==> config.mk <==
export PLATFORM = sky130hd
export DESIGN_NAME = mdio_cmd_engine
export DESIGN_NICKNAME = d
export VERILOG_FILES = /design/src/rtl/mdio_eng_pkg.sv /design/src/rtl/mdio_clk_div.sv /design/src/rtl/mdio_cmd_regs.sv /design/src/rtl/mdio_frame_fsm.sv /design/src/rtl/mdio_cmd_engine.sv
export SDC_FILE = /design/constraint.sdc
export NUM_CORES = 1
export LEC_CHECK = 0
export ABC_AREA = 1
export BUFFER_PORTS_ARGS = -buffer_cell sky130_fd_sc_hd__buf_4
export CORE_ASPECT_RATIO = 0.7
export CORE_MARGIN = 8
export CORE_UTILIZATION = 40
export CTS_BUF_LIST = sky130_fd_sc_hd__clkbuf_8
export CTS_CLUSTER_DIAMETER = 150
export CTS_CLUSTER_SIZE = 16
export DETAILED_ROUTE_END_ITERATION = 10
export PLACE_DENSITY = 0.68
export REMOVE_ABC_BUFFERS = 1
export SYNTH_ARGS = -nofsm -noshare
export SYNTH_HDL_FRONTEND = slang
export SYNTH_SLANG_ARGS = --single-unit
export TNS_END_PERCENT = 20
==> constraint.sdc <==
create_clock -name clk -period 2.3 [get_ports clk]
set_clock_uncertainty 0.15 [all_clocks]
set_input_delay 0.23 -clock clk [delete_from_list [all_inputs] [get_ports clk]]
set_output_delay 0.23 -clock clk [all_outputs]
set_load 0.02 [all_outputs]
==> src/rtl/mdio_eng_pkg.sv <==
`timescale 1ns/1ps
package mdio_eng_pkg;

    // Command word bit positions; software decodes these
    localparam int REQ_BIT   = 31;
    localparam int RD_BIT    = 30;
    localparam int PHY_LSB   = 21;
    localparam int REG_LSB   = 16;
    localparam int ADDR_W    = 5;
    localparam int DATA_W    = 16;
    localparam int PRE_BITS  = 32;
    localparam int HDR_BITS  = 2 + 2 + 2 * ADDR_W + 2;
    localparam int TX_BITS   = HDR_BITS + DATA_W;
    localparam int CNT_W     = 6;

    typedef enum logic [3:0] {
        ST_IDLE,
        ST_PRE,
        ST_SOF,
        ST_OPC,
        ST_PHY,
        ST_REG,
        ST_TA,
        ST_DAT,
        ST_DONE
    } mdio_state_e;

    // Number of serial bits spent in each frame state
    function automatic logic [CNT_W-1:0] phase_len(mdio_state_e s);
        logic [CNT_W-1:0] n;
        case (s)
            ST_PRE:  n = CNT_W'(PRE_BITS);
            ST_SOF:  n = CNT_W'(2);
            ST_OPC:  n = CNT_W'(2);
            ST_PHY:  n = CNT_W'(ADDR_W);
            ST_REG:  n = CNT_W'(ADDR_W);
            ST_TA:   n = CNT_W'(2);
            ST_DAT:  n = CNT_W'(DATA_W);
            default: n = CNT_W'(1);
        endcase
        return n;
    endfunction

endpackage

==> src/rtl/mdio_clk_div.sv <==
`timescale 1ns/1ps
module mdio_clk_div #(
    parameter int DIV_HALF = 2
) (
    input  logic clk,
    input  logic rst_n,
    input  logic en,
    output logic mdc,
    output logic rise_tick,
    output logic fall_tick
);
    localparam int CW = (DIV_HALF > 1) ? $clog2(DIV_HALF) : 1;
    localparam logic [CW-1:0] LAST = CW'(DIV_HALF - 1);

    logic [CW-1:0] cnt_q;
    logic          wrap;

    assign wrap      = en && (cnt_q == LAST);
    assign rise_tick = wrap && !mdc;
    assign fall_tick = wrap && mdc;

    always_ff @(posedge clk) begin
        if (!rst_n) begin
            cnt_q <= '0;
            mdc   <= 1'b0;
        end else if (!en) begin
            cnt_q <= '0;
            mdc   <= 1'b0;
        end else if (wrap) begin
            cnt_q <= '0;
            mdc   <= ~mdc;
        end else begin
            cnt_q <= cnt_q + CW'(1);
        end
    end
endmodule

==> src/rtl/mdio_cmd_regs.sv <==
`timescale 1ns/1ps
module mdio_cmd_regs
    import mdio_eng_pkg::*;
(
    input  logic              clk,
    input  logic              rst_n,
    input  logic              wr,
    input  logic              w_req,
    input  logic              w_rd,
    input  logic [ADDR_W-1:0] w_phy,
    input  logic [ADDR_W-1:0] w_reg,
    input  logic [DATA_W-1:0] w_data,
    input  logic              done,
    input  logic [DATA_W-1:0] rx_data,
    output logic              busy,
    output logic              start,
    output logic              f_rd,
    output logic [ADDR_W-1:0] f_phy,
    output logic [ADDR_W-1:0] f_reg,
    output logic [DATA_W-1:0] f_data,
    output logic [31:0]       rdata
);
    always_ff @(posedge clk) begin
        if (!rst_n) begin
            busy   <= 1'b0;
            start  <= 1'b0;
            f_rd   <= 1'b0;
            f_phy  <= '0;
            f_reg  <= '0;
            f_data <= '0;
        end else begin
            start <= 1'b0;
            if (done) begin
                busy <= 1'b0;
                if (f_rd) f_data <= rx_data;
            end else if (wr && !busy) begin
                f_rd   <= w_rd;
                f_phy  <= w_phy;
                f_reg  <= w_reg;
                f_data <= w_data;
                if (w_req) begin
                    busy  <= 1'b1;
                    start <= 1'b1;
                end
            end
        end
    end

    assign rdata = {busy, f_rd, 4'b0000, f_phy, f_reg, f_data};
endmodule

==> src/rtl/mdio_frame_fsm.sv <==
`timescale 1ns/1ps
module mdio_frame_fsm
    import mdio_eng_pkg::*;
(
    input  logic              clk,
    input  logic              rst_n,
    input  logic              start,
    input  logic              rd,
    input  logic [ADDR_W-1:0] phy,
    input  logic [ADDR_W-1:0] regad,
    input  logic [DATA_W-1:0] wdata,
    input  logic              rise_tick,
    input  logic              fall_tick,
    input  logic              mdio_i,
    output logic              clk_en,
    output logic              mdio_o,
    output logic              mdio_oe,
    output logic              done,
    output logic [DATA_W-1:0] rx_data
);
    mdio_state_e        state_q, state_d;
    logic [CNT_W-1:0]   bit_cnt_q;
    logic [TX_BITS-1:0] tx_sr_q;
    logic [DATA_W-1:0]  rx_sr_q;
    logic               rd_q;
    logic               last_bit;
    logic               in_frame;

    assign last_bit = (bit_cnt_q == (phase_len(state_q) - CNT_W'(1)));

    // Next-state selection
    always_comb begin
        state_d = state_q;
        unique case (state_q)
            ST_IDLE: if (start) state_d = ST_PRE;
            ST_PRE:  if (fall_tick && last_bit) state_d = ST_SOF;
            ST_SOF:  if (fall_tick && last_bit) state_d = ST_OPC;
            ST_OPC:  if (fall_tick && last_bit) state_d = ST_PHY;
            ST_PHY:  if (fall_tick && last_bit) state_d = ST_REG;
            ST_REG:  if (fall_tick && last_bit) state_d = ST_TA;
            ST_TA:   if (fall_tick && last_bit) state_d = ST_DAT;
            ST_DAT:  if (fall_tick && last_bit) state_d = ST_DONE;
            ST_DONE: state_d = ST_IDLE;
        endcase
    end

    // State register
    always_ff @(posedge clk) begin
        if (!rst_n) state_q <= ST_IDLE;
        else        state_q <= state_d;
    end

    // Bit counter and shift registers
    always_ff @(posedge clk) begin
        if (!rst_n) begin
            bit_cnt_q <= '0;
            tx_sr_q   <= '0;
            rx_sr_q   <= '0;
            rd_q      <= 1'b0;
        end else if (state_q == ST_IDLE) begin
            bit_cnt_q <= '0;
            if (start) begin
                rd_q    <= rd;
                tx_sr_q <= {2'b01,
                            rd ? 2'b10 : 2'b01,
                            phy, regad,
                            rd ? 2'b11 : 2'b10,
                            rd ? {DATA_W{1'b1}} : wdata};
            end
        end else if (in_frame) begin
            if (fall_tick) begin
                bit_cnt_q <= last_bit ? '0 : bit_cnt_q + CNT_W'(1);
                if (state_q != ST_PRE) tx_sr_q <= tx_sr_q << 1;
            end
            if (rise_tick && rd_q && (state_q == ST_DAT))
                rx_sr_q <= {rx_sr_q[DATA_W-2:0], mdio_i};
        end
    end

    // Outputs
    always_comb begin
        in_frame = 1'b0;
        mdio_oe  = 1'b0;
        mdio_o   = 1'b1;
        done     = 1'b0;
        unique case (state_q)
            ST_IDLE: ;
            ST_PRE: begin
                in_frame = 1'b1;
                mdio_oe  = 1'b1;
            end
            ST_SOF, ST_OPC, ST_PHY, ST_REG: begin
                in_frame = 1'b1;
                mdio_oe  = 1'b1;
                mdio_o   = tx_sr_q[TX_BITS-1];
            end
            ST_TA, ST_DAT: begin
                in_frame = 1'b1;
                mdio_oe  = !rd_q;
                mdio_o   = tx_sr_q[TX_BITS-1];
            end
            ST_DONE: done = 1'b1;
        endcase
    end

    assign clk_en  = in_frame;
    assign rx_data = rx_sr_q;
endmodule

==> src/rtl/mdio_cmd_engine.sv <==
`timescale 1ns/1ps
module mdio_cmd_engine
    import mdio_eng_pkg::*;
#(
    parameter int DIV_HALF = 2
) (
    input  logic        clk,
    input  logic        rst_n,
    input  logic        reg_wr,
    input  logic [31:0] reg_wdata,
    output logic [31:0] reg_rdata,
    output logic        mdc,
    output logic        mdio_o,
    output logic        mdio_oe,
    input  logic        mdio_i
);
    logic              busy, start, done, clk_en, rise_tick, fall_tick;
    logic              f_rd;
    logic [ADDR_W-1:0] f_phy, f_reg;
    logic [DATA_W-1:0] f_data, rx_data;
    logic              unused_wbits;

    assign unused_wbits = ^reg_wdata[29:26];

    mdio_cmd_regs u_regs (
        .clk     (clk),
        .rst_n   (rst_n),
        .wr      (reg_wr),
        .w_req   (reg_wdata[REQ_BIT]),
        .w_rd    (reg_wdata[RD_BIT]),
        .w_phy   (reg_wdata[PHY_LSB +: ADDR_W]),
        .w_reg   (reg_wdata[REG_LSB +: ADDR_W]),
        .w_data  (reg_wdata[DATA_W-1:0]),
        .done    (done),
        .rx_data (rx_data),
        .busy    (busy),
        .start   (start),
        .f_rd    (f_rd),
        .f_phy   (f_phy),
        .f_reg   (f_reg),
        .f_data  (f_data),
        .rdata   (reg_rdata)
    );

    mdio_clk_div #(.DIV_HALF(DIV_HALF)) u_div (
        .clk       (clk),
        .rst_n     (rst_n),
        .en        (clk_en),
        .mdc       (mdc),
        .rise_tick (rise_tick),
        .fall_tick (fall_tick)
    );

    mdio_frame_fsm u_fsm (
        .clk       (clk),
        .rst_n     (rst_n),
        .start     (start),
        .rd        (f_rd),
        .phy       (f_phy),
        .regad     (f_reg),
        .wdata     (f_data),
        .rise_tick (rise_tick),
        .fall_tick (fall_tick),
        .mdio_i    (mdio_i),
        .clk_en    (clk_en),
        .mdio_o    (mdio_o),
        .mdio_oe   (mdio_oe),
        .done      (done),
        .rx_data   (rx_data)
    );

    logic unused_busy;
    assign unused_busy = busy;
endmodule

==> out/qor.txt <==
Status - complete, no violations
Synth Instances - 525
Commonest non-fill, non-tap cell in the layout - nand2_1
Post-route cell area - 4960 sq um
Cell taking the most area after synthesis - dfxtp_1
Post-synthesis register bit count - 90
Avg Cell Area, Syn - 7.45 sq um
Synth area leaders - dfxtp_1, nand2_1, o21ai_0
Drt wl/cell - 13.1 um
Vias after detailed routing - 3661
Gr ovfl total - 0
Nets - 643
Top Family by Delay on Critical Path - buffers and inverters
DRC - 0
Mapped Area - 3910 sq um
Multi-input logic area - 1820 sq um
Crit end category - flip-flop
Fmax - 477 MHz
Num Clock Sinks - 90
Slowest CP cell - dfxtp_1
Initial antenna violation count - 0
Crit share post-route - 0.912
Area fraction in compound gates after synthesis - 0.211
Max FFs per register - 32
M3 GR Usage - 0.0447
Global Route met2 Usage - 0.232
Minimum clock period - 2100 ps
Final hold violation count - 0
RSZ-0062 raised after global routing - no
Largest family of logic cells by synthesized area - simple AND/OR/NAND/NOR gates
Largest net degree at the start of global routing - 47
Initial Utilization - 0.407
Synth top area share - 0.460
Max-cap viol count - 0
Peak supply drop - 0.530 mV
Most frequent cells in the layout - nand2_1, dfxtp_1, nor2_1, buf_4, o21ai_0
Setup TNS - 0 ps
Vias in the first global route - 3535
LEAKAGE - 2.07 nW
Top reg by flops - u_fsm.tx_sr_q
Crit path max fanout - 27
Worst Path Class, Setup - flip-flop to flip-flop
Vias/cell - 4.96
GPL Wtd Cong - 0.861
Synth unique cells - 34
Final setup viols - 0
Clock Tree Buf Depth - 2
FP Rows - 30
Post-synthesis sequential area ratio - 0.460
Flop-to-flop setup slack - 200 ps
Worst min path class - primary input to flip-flop
Die area - 13300 sq um
CTS tree - done
Simple-gate share of the synthesized area - 0.232
DRT Pass-1 Iters - 4
Worst EP arrival - 2200 ps
Max Transition Viols Final - 0
Register Area - 1810 sq um
First-pass GRT wire length - 16500 um
DP Wirelength - 6790 um
Chip Width - 134 um
Clock transition at path regs - 90 ps
Most Crowded Layer GR - met2
Aggregate routed wire length - 9700 um
Fillers - 914
CP Buf/Inv Count - 3
Xor and xnor area share after synthesis - 0.00671
Syn-to-layout area delta - 26.8%
CP Launch Type - flip-flop
Inserted Diodes - 0
Layout cells sized above 1 - 0.190
Most Frequent Cell on Critical Path - o21ai_0
Cell Area, Placed - 4470 sq um
Critical Path Max Stage Delay - 370 ps
I/O pin count - 71
GRT Total Usage - 0.149
Clk Latency, worst-skew pair - 360 ps
Antenna Nets Post-Route - 0
I/O Buffers - 62
Worst EP required - 2400 ps
Core Region - 9610 sq um
H-tree depth - 3
Post-synthesis mux area share - 0.00256
DR iter-0 viols - 274
CP Cell Sequence - nor2_2 > nand2_4 > nor2_8 > buf_4 > o21ai_2 > inv_2 > buf_12 > o21ai_0 > o21ai_0 > nor2_1
Met1 usage - 0.194
CTS buffer count - 9
Post-Synth Adder-Cell Area - 0.00639
Power per Cell Area - 982 nW/um^2
Die Ht - 98.8 um
YS warnings - 0
Root Driver - clkbuf_8
[area by class of cell]
type	count	share of cell area
Clock buffer	10	0.0277
Clock inverter	6	0.0131
Inverter	32	0.0247
Multi-Input combinational cell	369	0.366
Sequential cell	90	0.364
Tap cell	128	0.0323
Timing Repair Buffer	103	0.172
[power by group]
| group | internal (mW) | switching (mW) | total, mW |
|---|---|---|---|
| logic | 0.665 | 1.13 | 1.79 |
| clock network | 0.533 | 0.564 | 1.10 |
| registers | 1.82 | 0.163 | 1.98 |
[synth_stat cells]
cell type   n
inv_1      25
buf_6       1
nor3b_1     1
mux2i_1     1
o21ai_1    16
xor2_1      3
conb_1      1
nor3_1      5
nor2_8      1
inv_2       6
nand2_1    93
a31oi_1    27
nand4_2     1
nand3_1    22
o221ai_1    8
nand4_1     2
o21ai_4     1
a21oi_1    24
ha_1        2
nand2_2     1
nand2_4     3
buf_1       3
or2_2       1
inv_4       1
buf_2       7
dfxtp_1    90
nor2_4      2
o21ai_2     1
o21ai_0    69
nor2_2      2
nor2_1     77
a211oi_1    2
clkbuf_1   16
buf_4      10
[metal layers]
metal / up-vias / share of wire / wire length [um]
met5: - / 0 / 0
met4: 0 / 0.010 / 99
met3: 11 / 0.048 / 464
met2: 74 / 0.45 / 4330
met1: 1667 / 0.50 / 4800
li1: 1909 / - / -
[cells by family (layout without fill, tap and decap cells)]
kind of cell | Yosys count | count (layout)
mux | 1 | 1
simple gates | 211 | 211
buf+inv | 69 | 151
other cells | 1 | 4
fa+ha+maj | 2 | 2
flops | 90 | 90
compound gates | 148 | 148
xor+xnor | 3 | 3
[final timing paths]
kind,startpoint,to,cells past startpoint
worst max-delay path,u_fsm.state_q[0]$_SDFFE_PN0P_,u_fsm.tx_sr_q[2]$_SDFFE_PN0P_,10
worst min-delay path,reg_wdata[22],u_regs.f_phy[1]$_SDFFE_PN0P_,3
worst min register to register,u_div.cnt_q$_SDFF_PP0_,u_div.cnt_q$_SDFF_PP0_,1
worst max register to register,u_fsm.state_q[0]$_SDFFE_PN0P_,u_fsm.tx_sr_q[2]$_SDFFE_PN0P_,10
[tightest hold or removal path, delay by kind of cell]
| family | cells | cell delay (ps) |
|---|---|---|
| compound gates | 2 | 200 |
| buf+inv | 1 | 70 |
[repair_timing]
action                                  4_1_cts  5_1_grt
buffers inserted                              0        0
gates resized for setup                       0        6
endpoints found under the setup margin        0       17
hold buffers                                 28        0
hold endpoints to repair                     28        0
[through the flow]
stage | util | instances | total power, mW | worst slack (ps) | hold slack, ps
floorplan | - | 491 | 3.13 | 20.5 | 200
global placement | 0.465 | 694 | 3.69 | 172 | 252
detailed placement | 0.465 | 694 | 3.75 | 103 | 259
CTS | 0.515 | 738 | 4.89 | 91.4 | 14.3
global route | 0.517 | 738 | 5.21 | 4.80 | 24.9
finish | 0.517 | 738 | 4.87 | 202 | 25.9
No activity file was read; power rests on OpenSTA's default activity.
